**src/rtl/sbc_pkg.sv**
```systemverilog
package sbc_pkg;

    typedef enum logic [1:0] {
        ST_ZERO = 2'd0,
        ST_POS  = 2'd1,
        ST_NEG  = 2'd2
    } sbc_state_e;

endpackage

```
**src/rtl/sbc_bank.sv**
```systemverilog
module sbc_bank #(
    parameter int DEPTH = 8,
    localparam int CW   = $clog2(DEPTH + 1)
) (
    input  logic          clk,
    input  logic          rst_n,
    input  logic          fill_i,
    input  logic          drain_i,
    output logic [CW-1:0] cnt_o,
    output logic          full_o,
    output logic          any_o,
    output logic          last_o
);

    logic [DEPTH-1:0] therm_q;
    logic [DEPTH-1:0] therm_d;

    for (genvar i = 0; i < DEPTH; i++) begin : g_slot
        logic from_below;
        logic from_above;
        if (i == 0) begin : g_bot
            assign from_below = 1'b1;
        end else begin : g_mid
            assign from_below = therm_q[i-1];
        end
        if (i == DEPTH - 1) begin : g_top
            assign from_above = 1'b0;
        end else begin : g_low
            assign from_above = therm_q[i+1];
        end
        always_comb begin
            if (fill_i)       therm_d[i] = from_below;
            else if (drain_i) therm_d[i] = from_above;
            else              therm_d[i] = therm_q[i];
        end
    end

    always_ff @(posedge clk) begin
        if (!rst_n) therm_q <= '0;
        else        therm_q <= therm_d;
    end

    always_comb begin
        cnt_o = '0;
        for (int i = 0; i < DEPTH; i++) cnt_o = cnt_o + CW'(therm_q[i]);
    end

    assign full_o = therm_q[DEPTH-1];
    assign any_o  = therm_q[0];
    assign last_o = (cnt_o == CW'(1));

    AST_THERM_SHAPE: assert property (@(posedge clk) disable iff (!rst_n)
        ((therm_q + DEPTH'(1)) & therm_q) == '0);
    AST_BANK_ONE_OP: assert property (@(posedge clk) disable iff (!rst_n)
        !(fill_i && drain_i));

endmodule

```
**src/rtl/sbc_ctrl.sv**
```systemverilog
module sbc_ctrl
    import sbc_pkg::*;
(
    input  logic clk,
    input  logic rst_n,
    input  logic up_i,
    input  logic down_i,
    input  logic pos_any_i,
    input  logic neg_any_i,
    input  logic pos_full_i,
    input  logic neg_full_i,
    input  logic pos_last_i,
    input  logic neg_last_i,
    output logic pos_fill_o,
    output logic pos_drain_o,
    output logic neg_fill_o,
    output logic neg_drain_o,
    output logic read_o,
    output logic sat_hi_o,
    output logic sat_lo_o
);

    sbc_state_e state_q, state_d;
    logic up_only, down_only;

    assign up_only   = up_i && !down_i;
    assign down_only = down_i && !up_i;

    always_ff @(posedge clk) begin
        if (!rst_n) state_q <= ST_ZERO;
        else        state_q <= state_d;
    end

    always_comb begin
        state_d     = state_q;
        pos_fill_o  = 1'b0;
        pos_drain_o = 1'b0;
        neg_fill_o  = 1'b0;
        neg_drain_o = 1'b0;
        sat_hi_o    = 1'b0;
        sat_lo_o    = 1'b0;
        read_o      = up_i && down_i;
        unique case (state_q)
            ST_ZERO: begin
                if (up_only) begin
                    pos_fill_o = 1'b1;
                    state_d    = ST_POS;
                end else if (down_only) begin
                    neg_fill_o = 1'b1;
                    state_d    = ST_NEG;
                end
            end
            ST_POS: begin
                if (up_only) begin
                    if (pos_full_i) sat_hi_o   = 1'b1;
                    else            pos_fill_o = 1'b1;
                end else if (down_only) begin
                    pos_drain_o = 1'b1;
                    if (pos_last_i) state_d = ST_ZERO;
                end
            end
            ST_NEG: begin
                if (down_only) begin
                    if (neg_full_i) sat_lo_o   = 1'b1;
                    else            neg_fill_o = 1'b1;
                end else if (up_only) begin
                    neg_drain_o = 1'b1;
                    if (neg_last_i) state_d = ST_ZERO;
                end
            end
            default: state_d = ST_ZERO;
        endcase
    end

    AST_ZERO_EMPTY: assert property (@(posedge clk) disable iff (!rst_n)
        (state_q == ST_ZERO) |-> (!pos_any_i && !neg_any_i));
    AST_POS_ONLY: assert property (@(posedge clk) disable iff (!rst_n)
        (state_q == ST_POS) |-> (pos_any_i && !neg_any_i));
    AST_NEG_ONLY: assert property (@(posedge clk) disable iff (!rst_n)
        (state_q == ST_NEG) |-> (neg_any_i && !pos_any_i));

endmodule

```
**src/rtl/split_bank_counter.sv**
```systemverilog
module split_bank_counter #(
    parameter int DEPTH = 8,
    localparam int CW   = $clog2(DEPTH + 1),
    localparam int VW   = CW + 1
) (
    input  logic          clk,
    input  logic          rst_n,
    input  logic          up_i,
    input  logic          down_i,
    output logic [VW-1:0] value_o,
    output logic          rd_valid_o,
    output logic [VW-1:0] rd_value_o,
    output logic          ovf_o,
    output logic          udf_o
);

    localparam logic signed [VW-1:0] MAXV = VW'(DEPTH);
    localparam logic signed [VW-1:0] MINV = -VW'(DEPTH);

    logic [CW-1:0] pos_cnt, neg_cnt;
    logic pos_full, neg_full, pos_any, neg_any, pos_last, neg_last;
    logic pos_fill, pos_drain, neg_fill, neg_drain;
    logic is_read, sat_hi, sat_lo;
    logic signed [VW-1:0] value_s;

    sbc_bank #(.DEPTH(DEPTH)) u_pos (
        .clk(clk), .rst_n(rst_n), .fill_i(pos_fill), .drain_i(pos_drain),
        .cnt_o(pos_cnt), .full_o(pos_full), .any_o(pos_any), .last_o(pos_last)
    );

    sbc_bank #(.DEPTH(DEPTH)) u_neg (
        .clk(clk), .rst_n(rst_n), .fill_i(neg_fill), .drain_i(neg_drain),
        .cnt_o(neg_cnt), .full_o(neg_full), .any_o(neg_any), .last_o(neg_last)
    );

    sbc_ctrl u_ctrl (
        .clk(clk), .rst_n(rst_n), .up_i(up_i), .down_i(down_i),
        .pos_any_i(pos_any), .neg_any_i(neg_any),
        .pos_full_i(pos_full), .neg_full_i(neg_full),
        .pos_last_i(pos_last), .neg_last_i(neg_last),
        .pos_fill_o(pos_fill), .pos_drain_o(pos_drain),
        .neg_fill_o(neg_fill), .neg_drain_o(neg_drain),
        .read_o(is_read), .sat_hi_o(sat_hi), .sat_lo_o(sat_lo)
    );

    assign value_s = $signed({1'b0, pos_cnt}) - $signed({1'b0, neg_cnt});
    assign value_o = value_s;

    always_ff @(posedge clk) begin
        if (!rst_n) begin
            rd_valid_o <= 1'b0;
            rd_value_o <= '0;
            ovf_o      <= 1'b0;
            udf_o      <= 1'b0;
        end else begin
            rd_valid_o <= is_read;
            if (is_read) rd_value_o <= value_s;
            ovf_o <= sat_hi;
            udf_o <= sat_lo;
        end
    end

    AST_ONE_BRANCH: assert property (@(posedge clk) disable iff (!rst_n)
        !(pos_any && neg_any));
    AST_INC_STEP: assert property (@(posedge clk) disable iff (!rst_n)
        (up_i && !down_i && value_s != MAXV) |=> value_s == $past(value_s) + VW'(1));
    AST_DEC_STEP: assert property (@(posedge clk) disable iff (!rst_n)
        (down_i && !up_i && value_s != MINV) |=> value_s == $past(value_s) - VW'(1));
    AST_READ_HOLDS: assert property (@(posedge clk) disable iff (!rst_n)
        (up_i && down_i) |=> $stable(value_s));
    AST_READ_STROBE: assert property (@(posedge clk) disable iff (!rst_n)
        (up_i && down_i) |=> (rd_valid_o && rd_value_o == value_o));
    AST_NO_OVERFLOW: assert property (@(posedge clk) disable iff (!rst_n)
        ovf_o |-> value_s == MAXV);
    AST_NO_UNDERFLOW: assert property (@(posedge clk) disable iff (!rst_n)
        udf_o |-> value_s == MINV);

endmodule

```
**config.mk**
```make
export PLATFORM = sky130hd
export DESIGN_NAME = split_bank_counter
export DESIGN_NICKNAME = d
export VERILOG_FILES = /design/src/rtl/sbc_pkg.sv /design/src/rtl/sbc_bank.sv /design/src/rtl/sbc_ctrl.sv /design/src/rtl/split_bank_counter.sv
export SDC_FILE = /design/constraint.sdc
export NUM_CORES = 1
export LEC_CHECK = 0
export ABC_AREA = 1
export BUFFER_PORTS_ARGS = -buffer_cell sky130_fd_sc_hd__buf_4
export CORE_MARGIN = 5
export CORE_UTILIZATION = 30
export DETAILED_ROUTE_END_ITERATION = 16
export PLACE_DENSITY_LB_ADDON = 0.3
export SLEW_MARGIN = 20
export SYNTH_ARGS = -nofsm -noshare
export SYNTH_HDL_FRONTEND = slang
export SYNTH_SLANG_ARGS = --single-unit
```
**constraint.sdc**
```tcl
create_clock -name clk -period 7.3 [get_ports clk]
set_input_delay 1.46 -clock clk [delete_from_list [all_inputs] [get_ports clk]]
set_output_delay 1.46 -clock clk [all_outputs]
set_load 0.005 [all_outputs]
```
# After elaboration in Yosys (flattened, before gate mapping)
# Cells that the tools add are included.
[totals]
reg_bits = 26
input_bits = 4
output_inout_bits = 13
elab_cells = 99
[op_classes]
n_addsub = 15
n_eq_ne = 11
muxes = 55
n_reduce_logical = 11
[op_table]
columns = ["cell", "n"]
rows = [
  ["4-bit by 1-bit adder with 4-bit output", 12],
  ["1-bit 2-to-1 mux", 44],
  ["2-bit 2-to-1 mux", 8],
  ["4-bit by 1-bit equality test with 1-bit output, second input constant", 2],
  ["2-bit inequality test, second input constant", 4],
  ["7-bit AND reduction", 1],
  ["2-bit one-hot mux with 3 select lines", 1],
  ["3-bit AND reduction", 2],
  ["4-bit by 4-bit subtractor with 5-bit output", 1],
  ["1-bit by 1-bit adder with 2-bit output", 2],
  ["2-bit by 1-bit inequality test with 1-bit output, second input constant", 2],
  ["1-bit one-hot mux with 2 select lines", 2],
  ["2-bit nonzero test", 2],
  ["1-bit logical AND", 3],
  ["3-bit by 1-bit inequality test with 1-bit output, second input constant", 1],
  ["2-bit by 1-bit equality test with 1-bit output, second input constant", 1],
  ["2-bit equality test, second input constant", 1],
  ["1-bit zero test", 2],
  ["2-bit zero test", 1],
]

# Longest topological paths before layout
[logic_depth]
word_depth = 12
mapped_depth = 18
mapped_depth_nobuf = 18

# By module
# From an unflattened synthesis, not the netlist that was laid out.
[hier_totals]
hier_cells = 269
hier_area_um2 = 1846.8
[modules_own_cells]
columns = ["mod", "n_inst", "cells_each", "area_each_um2", "seq_area_each_um2"]
rows = [
  ["sbc_bank", 2, 85, 586.8, 160.2],
  ["split_bank_counter", 1, 57, 419.2, 160.2],
  ["sbc_ctrl", 1, 42, 254.0, 40.0],
]

# Worst setup path before layout
# Ideal clock, no wire load.
[synth_timing]
path_kind = "reg-to-output"
startpoint = "reg u_neg.therm_q[0]"
endpoint = "out value_o[4]"
arrival_ps = 3291
t_required_ps = 5840
slack_ps = 2549
stages_incl_launch_ff = 12
n_path_buf = 0
path_cell_list = "dfxtp_1 -> ha_1 -> inv_1 -> fa_1 -> fa_1 -> fa_1 -> fa_1 -> inv_1 -> fa_1 -> inv_1 -> a31o_2 -> inv_1"
[synth_between]
elab_chain_cells = 8
[synth_rtl]
columns = ["element", "line", "rtl"]
rows = [
  ["start, declared", "sbc_bank.sv:15", "logic [DEPTH-1:0] therm_q;"],
  ["start signal, assigned", "sbc_bank.sv:40", "else therm_q <= therm_d;"],
  ["1-bit by 1-bit adder with 2-bit output", "sbc_bank.sv:45", "for (int i = 0; i < DEPTH; i++) cnt_o = cnt_o + CW'(therm_q[i]);"],
  ["4-bit by 1-bit adder with 4-bit output (6 in a row)", "sbc_bank.sv:45", ""],
  ["4-bit by 4-bit subtractor with 5-bit output", "split_bank_counter.sv:46", "assign value_s = $signed({1'b0, pos_cnt}) - $signed({1'b0, neg_cnt});"],
  ["end, declared", "split_bank_counter.sv:10", "output logic [VW-1:0] value_o,"],
]
# No other way between the ends.

# Final worst setup path
[layout_timing]
startpoint = "reg u_neg.therm_q[0]"
endpoint = "out value_o[3]"
# The elaborated chain is that of the path after synthesis.

==> flow_summary.toml <==
[cts]
cts_tree = "built"
clock_latency_ns = 0.27
h-tree-depth = 1
root_buffer = "clkbuf_8"
cts.repair.resized = 0
clk_pin_slew_ns = 0.09
max-clock-path-buffers = 2
postCtsHoldBufs = 0
postCtsSetupRepairBufs = 0
numCtsBuffers = 3
cts.sinks = 26

[placed_design]
place_ws_ns = 2.241
hpwlAfterDp_um = 2764
place.gp.congestion = 0.8481
io_buffers = 16

[worst_setup_path]
crit_arrival_ns = 3.85
critical_path_buf_inv_count = 3
worstSetupEndpointType = "output pin"
critPathSlowestCell = "fa_1"
worstPathRequired_ns = 5.84
crit_type = "flip-flop to output pin"
cp_top_family = "adder cells"
worstSetupStartpointType = "flip-flop"
crit_chain = "ha_1 > inv_1 > fa_1 > fa_1 > fa_1 > fa_1 > nand2_1 > inv_1 > nor2_1 > ha_1 > a21oi_1 > nand2_1 > nand2_1 > nand2_1 > buf_4"
max_stage_delay_ns = 0.49
worst-path-max-fanout = 4

[logic_synthesis]
synth_top_family_by_area = "simple AND/OR/NAND/NOR gates"
synthAdderAreaFrac_pct = 17.45
synth.avg_cell_area_um2 = 7.169
ys_ff_latch = 26
synth_seq_area_share_pct = 29.76
synth_compound_area_share_pct = 10.59
synthXorXnorAreaFrac_pct = 0.5007
syn_inst = 244
ys_types = 27
synth_nets = 267
ys_warn_count = 0
synth_area_mm2 = 0.001749
synthMuxAreaShare_pct = 0
synth-simple-area-share_pct = 28.25

[timing]
final.setup.tns_ns = 0
layout_setup_ws_ns = 1.992
period_minus_slack_ns = 5.308
slew_violations = 0
worst_pin_slew_ns = 0.6146
max-slew-margin-rel_pct = 58.78
finalSetupViolCount = 0
max_freq_mhz = 188.4
finClkSkew_ns = 0.006037
rsz0062_at_grt = "false"
fin_crit_sh_pct = 72.72
hold_viol = 0

[global_route]
antenna_found_initial = 0
overflow = 0
grt_usage_pct = 10.30
grt_max_degree = 20
grt_pass1_wl_um = 6354
grt_pass1_vias = 1416

[floorplanning]
die_area_mm2 = 0.007458
die_w_um = 86.36
ios = 17
fp.dieH_um = 86.36
rows = 27
start_util_pct = 31.38
core_region_area_mm2 = 0.005574

[worst_hold_path]
hold_path_class = "flip-flop to flip-flop"

[finish]
diodes = 0
areaGrowthSynthToFinish_pct = 12.52
drive_gt1_share_pct = 14.29
fin_nets = 284

[drt]
drcViolationCount = 0
drt-initial-drc-count = 71
drtPass1Iterations = 4
viasPerCell = 4.417
wire_per_inst_um = 10.72
vias = 1462
ant_nets = 0
routed_wl_um = 3547

[power]
powerDensity_mw_per_mm2 = 150.0
irDropWorstVdd_mv = 0.07103
leakagePower_nw = 0.9058
power_mw = 0.2953

[outcome]
run_status = "finished, final reports clean"

[flow_run]
maxCapViolations = 0
[stage by stage]
| step | cells | hold WS (ns) | utilization [%] | area (um2) |
|---|---|---|---|---|
| 2_1_floorplan | 244 | 0.4436 | - | 1749 |
| 3_3_place_gp | 328 | 0.4529 | 34.57 | 1927 |
| 3_5_place_dp | 328 | 0.4573 | 34.57 | 1927 |
| 4_1_cts | 331 | 0.4715 | 35.31 | 1968 |
| 5_1_grt | 331 | 0.4951 | 35.31 | 1968 |
| 6_report | 331 | 0.4705 | 35.31 | 1968 |
[registers in the layout (all words and copies together), names as in the netlist]
register,flops
u_neg.therm_q,8
rd_valid_o,1
rd_value_o,5
u_pos.therm_q,8
ovf_o,1
udf_o,1
u_ctrl.state_q,2
[cells in the final DEF, fill, tap and decap left out, types with 2 or more instances in the layout]
| master | n |
|---|---|
| a21oi_1 | 17 |
| a21oi_2 | 2 |
| buf_4 | 16 |
| clkbuf_8 | 3 |
| dfxtp_1 | 26 |
| fa_1 | 9 |
| ha_1 | 10 |
| inv_1 | 49 |
| inv_2 | 4 |
| nand2_1 | 50 |
| nand3_1 | 10 |
| nand4_1 | 4 |
| nor2_1 | 36 |
| nor2_2 | 3 |
| nor2_4 | 3 |
| nor4_1 | 2 |
| o21ai_0 | 5 |
[where the power goes]
group	internal [mW]	total, mW	switching, mW	leakage [nW]
Combinational	0.0282	0.0641	0.0358	0.673
Clock	0.0370	0.0815	0.0445	0.0216
Sequential	0.147	0.150	0.00314	0.211
[worst paths after layout]
path | startpoint | endpoint | slack [ns] | cells past startpoint
worst max-delay path | u_neg.therm_q[0] | value_o[3] | 1.99 | 15
worst min-delay path | u_pos.therm_q[2] | u_pos.therm_q[2] | 0.47 | 2
worst max register to register | u_neg.therm_q[0] | rd_value_o[3] | 3.66 | 16
worst min register to register | u_pos.therm_q[2] | u_pos.therm_q[2] | 0.47 | 2
[worst min-delay path, cell delays in order, from the launching register on]
cell     delay [ns]
dfxtp_1        0.32
nand2_1        0.06
a21oi_1        0.05
[cells in the mapped netlist]
master	instances	area (um2)
o211ai_1	1	7.510
dfxtp_1	26	520.5
nand4_1	4	25.02
fa_1	9	180.2
o31ai_2	1	12.51
nor4_1	2	12.51
a21oi_2	2	17.52
clkinv_1	1	3.750
inv_2	4	15.01
inv_1	49	183.9
nand3_1	10	50.05
buf_2	2	10.01
nand3_4	1	17.52
nand2_1	50	187.7
nand3b_1	1	7.510
a31o_2	1	8.760
nor2_2	3	18.77
nand2_2	1	6.260
a21oi_1	17	85.08
o211ai_2	1	12.51
o21ai_0	5	25.02
ha_1	10	125.1
nor2_4	3	33.78
o21ai_4	1	16.27
buf_6	2	22.52
nor2_1	36	135.1
xnor2_1	1	8.760
[final cells by class]
class	instances	area [um2]
inverter	54	202.7
clock buffer	3	41.29
tap	72	90.09
fill	618	3606
timing repair buffer	16	120.1
multi-input combinational	160	993.5
sequential	26	520.5
[kinds of logic (layout without fill, tap and decap cells)]
| logic type | Yosys count | count (layout) |
|---|---|---|
| AOI/OAI and AO/OA | 29 | 29 |
| xor gates and xnor gates | 1 | 1 |
| adders and majority gates | 19 | 19 |
| and+or+nand+nor | 111 | 111 |
| buffers and inverters | 58 | 73 |
| DFF | 26 | 26 |
[per-layer routing]
metal / up-vias / wire length (um) / track usage [%]
met5: - / 0 / 0
met4: 0 / 93 / 5.241
met3: 7 / 67 / 0.9506
met2: 28 / 1596 / 15.92
met1: 649 / 1789 / 14.24
li1: 778 / - / -
Power figures use the tool's default switching activity.
